### config.mk
export PLATFORM = sky130hd
export DESIGN_NAME = soft_reset_sequencer
export DESIGN_NICKNAME = d
export VERILOG_FILES = /design/src/rtl/srst_pkg.sv /design/src/rtl/srst_ctrl.sv /design/src/rtl/srst_dpath.sv /design/src/rtl/soft_reset_sequencer.sv
export SDC_FILE = /design/constraint.sdc
export NUM_CORES = 1
export LEC_CHECK = 0
export ABC_AREA = 1
export BUFFER_PORTS_ARGS = -buffer_cell sky130_fd_sc_hd__buf_4
export CORE_AREA = 3 3 40 42
export DETAILED_ROUTE_END_ITERATION = 7
export DIE_AREA = 0 0 43 45
export GPL_ROUTABILITY_DRIVEN = 0
export PLACE_DENSITY_LB_ADDON = 0.25
export SYNTH_ARGS = -nofsm -noshare
export SYNTH_HDL_FRONTEND = slang
export SYNTH_SLANG_ARGS = --single-unit
### constraint.sdc
create_clock -name clk -period 1.15 [get_ports clk]
set_input_delay 0.115 -clock clk [delete_from_list [all_inputs] [get_ports clk]]
set_output_delay 0.115 -clock clk [all_outputs]
set_load 0.05 [all_outputs]
### src/rtl/srst_pkg.sv
package srst_pkg;
  typedef enum logic [2:0] {
    SEQ_IDLE   = 3'd0,
    SEQ_DRAIN  = 3'd1,
    SEQ_FLUSH  = 3'd2,
    SEQ_CLEAR  = 3'd3,
    SEQ_RESUME = 3'd4
  } seqState_t;

  typedef struct packed {
    logic start;
    logic dropEn;
    logic flushOn;
    logic flushOff;
    logic clrPulse;
    logic raiseEn;
    logic finish;
  } seqStrobes_t;
endpackage

### src/rtl/srst_ctrl.sv
module srst_ctrl
  import srst_pkg::*;
(
  input  logic        clk,
  input  logic        rst_n,
  input  logic        startReq,
  input  logic        txIdle,
  input  logic        rxIdle,
  input  logic        flushDone,
  output seqStrobes_t strobes
);
  seqState_t state, nextState;

  always_comb begin
    strobes   = '0;
    nextState = state;
    unique case (state)
      SEQ_IDLE: if (startReq) begin
        strobes.start  = 1'b1;
        strobes.dropEn = 1'b1;
        nextState      = SEQ_DRAIN;
      end
      SEQ_DRAIN: if (txIdle && rxIdle) begin
        strobes.flushOn = 1'b1;
        nextState       = SEQ_FLUSH;
      end
      SEQ_FLUSH: if (flushDone) begin
        strobes.flushOff = 1'b1;
        strobes.clrPulse = 1'b1;
        nextState        = SEQ_CLEAR;
      end
      SEQ_CLEAR: begin
        strobes.raiseEn = 1'b1;
        nextState       = SEQ_RESUME;
      end
      SEQ_RESUME: begin
        strobes.finish = 1'b1;
        nextState      = SEQ_IDLE;
      end
      default: nextState = SEQ_IDLE;
    endcase
  end

  always_ff @(posedge clk or negedge rst_n) begin
    if (!rst_n) state <= SEQ_IDLE;
    else        state <= nextState;
  end

  AST_DRAIN_WAITS: assert property (@(posedge clk) disable iff (!rst_n)
    (state == SEQ_DRAIN && !(txIdle && rxIdle)) |=> state == SEQ_DRAIN);
  AST_FLUSH_WAITS: assert property (@(posedge clk) disable iff (!rst_n)
    (state == SEQ_FLUSH && !flushDone) |=> state == SEQ_FLUSH);
  AST_IDLE_STAYS: assert property (@(posedge clk) disable iff (!rst_n)
    (state == SEQ_IDLE && !startReq) |=> state == SEQ_IDLE);
endmodule

### src/rtl/srst_dpath.sv
module srst_dpath
  import srst_pkg::*;
(
  input  logic        clk,
  input  logic        rst_n,
  input  seqStrobes_t strobes,
  output logic        cmdBit,
  output logic        busy,
  output logic        txEnable,
  output logic        rxEnable,
  output logic        flushReq,
  output logic        cntClear
);
  logic bitReg, busyReg, enReg, flushReg, clrReg;

  always_ff @(posedge clk or negedge rst_n) begin
    if (!rst_n) begin
      bitReg   <= 1'b0;
      busyReg  <= 1'b0;
      enReg    <= 1'b1;
      flushReg <= 1'b0;
      clrReg   <= 1'b0;
    end else begin
      if (strobes.start)       begin bitReg <= 1'b1; busyReg <= 1'b1; end
      else if (strobes.finish) begin bitReg <= 1'b0; busyReg <= 1'b0; end
      if (strobes.dropEn)       enReg <= 1'b0;
      else if (strobes.raiseEn) enReg <= 1'b1;
      if (strobes.flushOn)       flushReg <= 1'b1;
      else if (strobes.flushOff) flushReg <= 1'b0;
      clrReg <= strobes.clrPulse;
    end
  end

  assign cmdBit   = bitReg;
  assign busy     = busyReg;
  assign txEnable = enReg;
  assign rxEnable = enReg;
  assign flushReq = flushReg;
  assign cntClear = clrReg;

  AST_CLEAR_SINGLE: assert property (@(posedge clk) disable iff (!rst_n)
    cntClear |=> !cntClear);
  AST_FLUSH_DISABLED: assert property (@(posedge clk) disable iff (!rst_n)
    flushReq |-> (!txEnable && !rxEnable));
  AST_BUSY_TRACKS: assert property (@(posedge clk) disable iff (!rst_n)
    busy == cmdBit);
  AST_BIT_HOLDS: assert property (@(posedge clk) disable iff (!rst_n)
    (cmdBit && !strobes.finish) |=> cmdBit);
endmodule

### src/rtl/soft_reset_sequencer.sv
module soft_reset_sequencer
  import srst_pkg::*;
(
  input  logic clk,
  input  logic rst_n,
  input  logic cmdWrEn,
  input  logic cmdWrData,
  output logic cmdBit,
  output logic busy,
  output logic txEnable,
  output logic rxEnable,
  input  logic txIdle,
  input  logic rxIdle,
  output logic flushReq,
  input  logic flushDone,
  output logic cntClear
);
  seqStrobes_t strobes;

  srst_ctrl u_ctrl (
    .clk       (clk),
    .rst_n     (rst_n),
    .startReq  (cmdWrEn && cmdWrData),
    .txIdle    (txIdle),
    .rxIdle    (rxIdle),
    .flushDone (flushDone),
    .strobes   (strobes)
  );

  srst_dpath u_dpath (
    .clk      (clk),
    .rst_n    (rst_n),
    .strobes  (strobes),
    .cmdBit   (cmdBit),
    .busy     (busy),
    .txEnable (txEnable),
    .rxEnable (rxEnable),
    .flushReq (flushReq),
    .cntClear (cntClear)
  );

  AST_FLUSH_AFTER_IDLE: assert property (@(posedge clk) disable iff (!rst_n)
    $rose(flushReq) |-> $past(txIdle && rxIdle));
  AST_CLEAR_AFTER_DONE: assert property (@(posedge clk) disable iff (!rst_n)
    $rose(cntClear) |-> $past(flushDone && flushReq));
endmodule

# Word level (Yosys, flattened, before mapping)
# Index checks and enable logic that the tools add are counted.
# op_classes
n_reduce_logical	7
eq_ne	7
n_mux	18
# ops
cell	count
$pmux W3 S4	1
$mux W1	10
$mux W3	3
$mux W2	4
$eq A3 B2 Y1 const B	2
$reduce_bool A2 Y1	3
$ne A2 B1 Y1 const B	2
$eq A3 B1 Y1 const B	1
$eq A3 B3 Y1 const B	1
$logic_not A3 Y1	1
$reduce_and A3 Y1	1
$logic_and A1 B1 Y1	2
$ne A2 B2 Y1 const B	1
# totals
out_inout_bits	6
register_bits	7
input_bits	7

# Logic depth before layout (Yosys ltp)
# Gate-level depths: netlist (run 1).
# depth
depth_word	4
mapped_depth	4
mapped_depth_nobuf	4

# Hierarchy
# A second synthesis (run 1) with hierarchy kept.
# unflattened
hier_cells	50
area_unflattened_um2	379.1
# modules_own_cells
mod	cells_each	instances	area_each_um2	seq_area_each_um2
srst_ctrl	32	1	217.7	75.1
srst_dpath	16	1	153.9	101.3
soft_reset_sequencer	2	1	7.5	0.0

# Worst setup path after synthesis (run 1)
# OpenSTA, ideal clock, no wires.
# synth_timing
kind	reg2out
from	reg u_dpath.enReg, in the netlist u_dpath.rxEnable
to	out txEnable
setup_slack_ns	0.107
path_stages_with_launch	2
path_buffers	1
required_ns	1.035
arrival_ns	0.928
path_cell_list	dfstp_2 > buf_4
# synth_rtl
item	line_no	source
from (decl)	srst_dpath.sv:14	logic bitReg, busyReg, enReg, flushReg, clrReg;
from (signal assigned)	srst_dpath.sv:20	enReg <= 1'b1;
from (signal assigned)	srst_dpath.sv:26	if (strobes.dropEn) enReg <= 1'b0;
from (signal assigned)	srst_dpath.sv:27	else if (strobes.raiseEn) enReg <= 1'b1;
to (decl)	soft_reset_sequencer.sv:10	output logic txEnable,
# No word-level cell between the ends.

# Worst setup path in the final report (run 1)
# layout_timing
from	reg u_dpath.enReg, in the netlist u_dpath.rxEnable
to	out txEnable
# No word-level cell between the ends.

==> results.yml, run 1 <==
status:
  outcome: "finished clean"
final_layout:
  multi_input_area_sq_um: 111.4
  diodes: 0
  final_nets: 58
  num-fill-cells: 143
  final_layout_size_suffix_gt1_share_pct: 38.00
  syn2layout_area_growth_pct: 40.47
  seq_area_sq_um: 176.4
global_routing:
  grt_pass1_vias: 275
  overflow: 0
  grt_antenna_before_repair: 0
  grt_pass1_wl_mm: 1.200
  grtUsageTotal_pct: 8.961
  grt_max_degree: 8
place:
  dp.final_hpwl_microns: 509.2
  place_ws_ns: 0.1546
  numPortBuffers: 12
sta:
  max_freq_mhz: 919.5
  fin_ws_ns: 0.06244
  finalSetupViolCount: 0
  skew_ns: 0.003222
  rsz0062_at_grt: "no"
  setup_tns_ns: 0
  period_needed_ns: 1.088
  hold_violations: 0
  max_slew_margin_pct: 86.47
  tightest_slew_ns: 0.2029
  min_period_over_period_pct: 94.57
  maxSlewViolCount: 0
cts:
  cts_root_buf: "clkbuf_4"
  cts_buffer_depth: 2
  cts_resized: 0
  cts_sinks: 7
  postCtsHoldBufs: 1
  clkTransAtPathRegs_ns: 0.05
  post_cts.repair.setup_buffers: 0
  cts_inserted_buffers: 3
  cts_tree: "done"
  h-tree-depth: 1
  clock_latency_ns: 0.25
routing:
  vias_per_cell: 4.369
  routedWlPerCell_microns: 10.06
  wirelength_microns: 654
  drc: 0
  num_vias: 284
  detail_route.first_pass.iterations: 4
  ant_nets: 0
  drtIter0Drc: 4
critical_path:
  crit_family: "flip-flops"
  cp_slowest_cell: "dfstp_2"
  end_kind: "output pin"
  crit_chain: "buf_4"
  crit_path_start_kind: "flip-flop"
  arrival_ns: 0.97
  cp_max_fo: 3
  worstSetupPathType: "flip-flop to output pin"
  critPathBufInv: 1
  critPathRequiredTime_ns: 1.03
  cp_slowest_stage_delay_ns: 0.53
pwr:
  p_leak_nw: 0.2325
  power_per_cell_area_mw_per_mm2: 3083
  peakVddDrop_mv: 0.8864
floorplanning:
  die_h_microns: 45
  core_sq_mm: 0.001285
  start_util_pct: 25.02
  die_area_sq_mm: 0.001935
  num_rows: 13
  dieWidth_microns: 43
  num_io_pins: 13
logic_synthesis:
  synthesis.area_sq_um: 321.6
  ys_seq_area_share_pct: 54.86
  synth_nets: 42
  syn_area_per_cell_sq_um: 9.187
  synth_seq_cells: 7
  ys_warn_count: 0
  synth.distinct_cells: 14
  syn-instance-count: 35
flow_run:
  cap_violations: 0
worst_hold_path:
  hold_path.class: "input port to flip-flop"
[per-stage QoR]
stage,std cells,power [W],hold slack (ns),util [%],cell area [sq um]
after floorplan,35,0.001010,-0.1806,-,321.6
after detailed placement,60,0.001179,-0.06634,32.33,415.4
after CTS,65,0.001414,0.1363,35.15,451.7
final,65,0.001393,0.1406,35.15,451.7
after global placement,60,0.001168,-0.06443,32.33,415.4
after global routing,65,0.001504,0.1456,35.15,451.7
[final cells by class]
type                    count  share of cell area, %
inverters                   5                  4.155
clock buffers               4                  5.817
flip-flops and latches      7                  39.06
multi-input cells          21                  24.65
well taps                  15                  4.155
repair buffers             13                  22.16
[cell families after synthesis]
kind of cell / Yosys count / share of synthesized area, %
buffers and inverters: 7 / 10.51
AO/OA/AOI/OAI: 2 / 3.113
AND/OR/NAND/NOR: 19 / 31.52
flip-flops: 7 / 54.86
[cell usage after synthesis]
| cell | n | area [sq um] |
|---|---|---|
| buf_4 | 2 | 15.01 |
| dfrtp_1 | 6 | 150.1 |
| dfstp_2 | 1 | 26.28 |
| inv_1 | 5 | 18.77 |
| nand2_1 | 6 | 22.52 |
| nand2_2 | 1 | 6.260 |
| nand3_1 | 4 | 20.02 |
| nand3b_1 | 1 | 7.510 |
| nand4_1 | 3 | 18.77 |
| nor2_1 | 1 | 3.750 |
| nor2_2 | 1 | 6.260 |
| nor2_4 | 1 | 11.26 |
| nor3_1 | 1 | 5.000 |
| o21ai_0 | 2 | 10.01 |
[worst register-to-register path, delay by kind of cell (launching register included)]
| family | cells | cell delay [ns] |
|---|---|---|
| AO/OA/AOI/OAI | 1 | 0.15 |
| AND/OR/NAND/NOR | 3 | 0.30 |
| flip-flops | 1 | 0.44 |
[cells in the final DEF (no fill, tap or decap)]
master          n
nand2_2         1
nor3_1          1
clkbuf_1        1
nand2_1         6
inv_1           5
dfstp_2         1
o21ai_0         2
nand3_1         4
buf_4          12
dfrtp_1         6
clkbuf_4        3
nor2_1          1
nor2_4          1
nand3b_1        1
nand4_1         3
dlygate4sd3_1   1
nor2_2          1
[power by group]
part | internal (W) | switching (W)
logic | 0.000220 | 0.000484
clock network | 0.000132 | 0.0000899
registers | 0.000361 | 0.000105
total | 0.000714 | 0.000679
[registers in the layout, summed over array words and instances, names as in the netlist]
name	count
u_dpath.flushReq	1
u_dpath.busy	1
u_dpath.cntClear	1
u_dpath.rxEnable	1
u_ctrl.state	3
[worst paths after layout]
check	startpoint	endpoint	slack, ns	depth (start not counted)
max	u_dpath.rxEnable	txEnable	0.06	1
min	flushDone	u_dpath.cntClear	0.14	3
max reg2reg	u_ctrl.state[0]	u_dpath.flushReq	0.14	4
min reg2reg	u_dpath.rxEnable	u_dpath.rxEnable	0.48	2
max in group asynchronous	rst_n	u_dpath.rxEnable	0.72	2
min in group asynchronous	rst_n	u_dpath.cntClear	0.22	2
[per-layer routing]
layer  up-vias  global-route usage (%)  routed length [microns]  part of all wire (%)
met5         -                       0                        0                     0
met3         0                   4.781                       82                    13
met1       122                   12.25                      315                    48
met4         0                   5.422                        0                     0
li1        145                       -                        -                     -
met2        17                   10.78                      257                    39
Power figures use the tool's default switching activity.
==> inputs of run 2 (changes only) <==
--- a/config.mk
+++ b/config.mk
@@ -5,7 +5,6 @@
 export SDC_FILE = /design/constraint.sdc
 export NUM_CORES = 1
 export LEC_CHECK = 0
-export ABC_AREA = 1
 export BUFFER_PORTS_ARGS = -buffer_cell sky130_fd_sc_hd__buf_4
 export CORE_AREA = 3 3 40 42
 export DETAILED_ROUTE_END_ITERATION = 7
==> run 2 against run 1 <==
Against the previous run:
- combinational power up 32%
- sequential power up 3%
- core utilization up 5.0 points
- final area up 14%
- non-clock buffer count up 3
- sequential share of layout area down 4.6 points
- register-to-register slack worse by 0.10 ns
- clock skew up 0.00099 ns
- via count up 3.2%
- clock-buffer cell count unchanged
- largest power group unchanged
- highest routed layer is now met4
==> results.yml, run 2 <==
floorplanning:
  die_area_sq_mm: 0.001935
  num_rows: 13
  start_util_pct: 27.26
  core_sq_mm: 0.001285
  num_io_pins: 13
  dieWidth_microns: 43
  die_h_microns: 45
pwr:
  intPower_w: 0.0008993
  peakVddDrop_mv: 1.307
  p_leak_nw: 0.2349
  p_seq_share_pct: 29.4
  p_sw_w: 0.0007352
  p_sw_share_pct: 44.98
  power_frac_comb_pct: 56.9
  clkPwrFrac_pct: 13.7
  power_per_cell_area_mw_per_mm2: 3171
cts:
  cts_buffer_depth: 2
  cts_tree: "done"
  cts_root_buf: "clkbuf_4"
  clkTransAtPathRegs_ns: 0.05
  cts_sinks: 7
  clock_latency_ns: 0.26
  cts_inserted_buffers: 3
  h-tree-depth: 1
final_layout:
  layout_commonest_cell: "buf_4"
  final_layout_size_suffix_gt1_share_pct: 57.78
  diodes: 0
  regMostFlops: "u_ctrl.state"
  largest_register_ffs: 3
  final_nets: 53
  layout_common_cells: "14 x buf_4, 5 x dfrtp_1, 3 x clkbuf_4, 2 x and4bb_2, 2 x nor2b_1"
  syn2layout_area_growth_pct: 47.14
global_routing:
  grt_pass1_vias: 257
  grt_pass1_wl_mm: 1.131
  overflow: 0
  grt_max_degree: 11
  grtUsageTotal_pct: 8.579
  grt_antenna_before_repair: 0
critical_path:
  cp_slowest_cell: "dfstp_2"
  r2r-end: "u_ctrl.state[0]"
  cp_slowest_stage_delay_ns: 0.55
  crit_family: "flip-flops"
  critPathRequiredTime_ns: 1.03
  crit_path_start_kind: "flip-flop"
  regToRegSetupSlack_ns: 0.04
  arrival_ns: 1.00
  critPathBufInv: 1
  worstSetupPathType: "flip-flop to output pin"
  crit_chain: "buf_4"
  reg2regPathDepth: 3
  end_kind: "output pin"
  cp_max_fo: 4
  worstReg2RegStart: "u_ctrl.state[1]"
worst_hold_path:
  holdPathStages: 3
  hold_path.startpoint: "txIdle"
  hold_path.class: "input port to flip-flop"
  min_to: "u_dpath.flushReq"
routing:
  vias_per_cell: 4.883
  wirelength_microns: 824
  num_vias: 293
  ant_nets: 0
  detail_route.first_pass.iterations: 4
  drtIter0Drc: 7
  routedWlPerCell_microns: 13.73
  drc: 0
sta:
  tightest_slew_ns: 0.3167
  finalSetupViolCount: 0
  setup_tns_ns: 0
  fin_ws_ns: 0.03317
  maxSlewViolCount: 0
  hold_violations: 0
  skew_ns: 0.004209
  period_needed_ns: 1.117
  rsz0062_at_grt: "no"
  max_freq_mhz: 895.4
  max_slew_margin_pct: 78.85
  min_period_over_period_pct: 97.12
logic_synthesis:
  synth_edf_count: 0
  synth_area_leaders: "dfrtp_1 43%, dfstp_2 7.5%, and4bb_2 7.1%, a2111oi_2 4.3%, a211oi_1 4.3%"
  syn-instance-count: 28
  synthArstFlopShare_pct: 100.0
  synthesis.area_sq_um: 350.3
  yosys-top-cells-count: "6 x dfrtp_1, 2 x a211oi_1, 2 x and4bb_2, 2 x buf_4, 2 x nor2b_1"
  syn_area_per_cell_sq_um: 12.51
  ys_seq_area_share_pct: 50.36
  synth_nets: 35
  ys_warn_count: 0
  synth_flop_cell: "dfrtp_1"
  synth_most_common_cell: "dfrtp_1"
  yosys.area.top_type: "dfrtp_1"
  synth_seq_cells: 7
  synth_top_area_share_pct: 42.86
  synth.distinct_cells: 19
place:
  numPortBuffers: 12
  dp.final_hpwl_microns: 523.5
  place_ws_ns: 0.02358
flow_run:
  cap_violations: 0
status:
  outcome: "finished clean"
## run 2: cell count changes in the layout (fill, tap and decap cells not counted), sizes merged, moves of 2 or more
cell	before	now
a211oi	0	2
buf	12	14
inv	5	1
o21ai	2	0
nand2	7	0
and4bb	0	2
nand4	3	0
nor2b	0	2
nand3	4	0
nor2	3	1
## run 2: power by group through the flow
stage               registers, W  logic, W  clock network [W]
global placement        0.000477  0.000798                  0
global route            0.000496  0.000976           0.000252
floorplan               0.000653  0.000443                  0
detailed placement      0.000483  0.000806                  0
CTS                     0.000481  0.000810           0.000235
finish                  0.000480  0.000930           0.000224
## run 2: logic make-up after synthesis
group / synth area share, %
simple gates: 26.43
flops: 50.36
buf+inv: 6.782
compound gates: 16.43
## run 2: tightest hold or removal path, stage by stage
cell and delay [ns]:
buf_4 0.12, nand4b_1 0.08, a211oi_1 0.06
## run 2: final cells by class
type	instances	area (sq um)
Tap cell	15	18.77
Fill cell	127	769.5
Clock buffer	4	26.28
Timing Repair Buffer	16	120.1
Multi-Input combinational cell	17	168.9
Sequential cell	7	177.7
Inverter	1	3.754
## run 2: metrics by stage
step           instances  cell area, sq um  hold slack, ns  power, W  utilization, %
4_1_cts               58             483.0          0.1490  0.001526           37.59
3_5_place_dp          53             446.7        -0.06757  0.001289           34.76
6_report              60             515.5          0.1587  0.001635           40.12
2_1_floorplan         28             350.3         -0.1806  0.001097               -
3_3_place_gp          53             446.7        -0.06691  0.001275           34.76
5_1_grt               60             515.5          0.1666  0.001724           40.12
## run 2: per-layer routing
| metal | vias up | part of all wire [%] | track usage (%) |
|---|---|---|---|
| met5 | - | 0 | 0 |
| met4 | 0 | 0.73 | 1.807 |
| met3 | 2 | 11 | 7.171 |
| met2 | 18 | 48 | 11.68 |
| met1 | 137 | 41 | 10.42 |
| li1 | 136 | - | - |
## run 2: repair_timing
| item | 4_1_cts | 5_1_grt |
|---|---|---|
| hold buffers | 1 | 0 |
| setup endpoints to repair | 0 | 1 |
| buffers inserted | 0 | 2 |
| resized for setup | 0 | 4 |
| endpoints found under the hold margin | 7 | 0 |
## run 2: worst max path at each step
| stage | slack (ns) | to | startpoint | cells after the start |
|---|---|---|---|---|
| 5_1_grt | 0.003 | txEnable | u_dpath.rxEnable | 1 |
| 6_report | 0.03 | rxEnable | u_dpath.rxEnable | 1 |
| 2_1_floorplan | 0.06 | u_ctrl.state[0] | u_ctrl.state[0] | 3 |
| 3_5_place_dp | 0.02 | u_ctrl.state[0] | u_ctrl.state[1] | 3 |
| 3_3_place_gp | 0.08 | u_ctrl.state[0] | u_ctrl.state[0] | 2 |
| 4_1_cts | 0.01 | u_ctrl.state[0] | u_ctrl.state[0] | 2 |
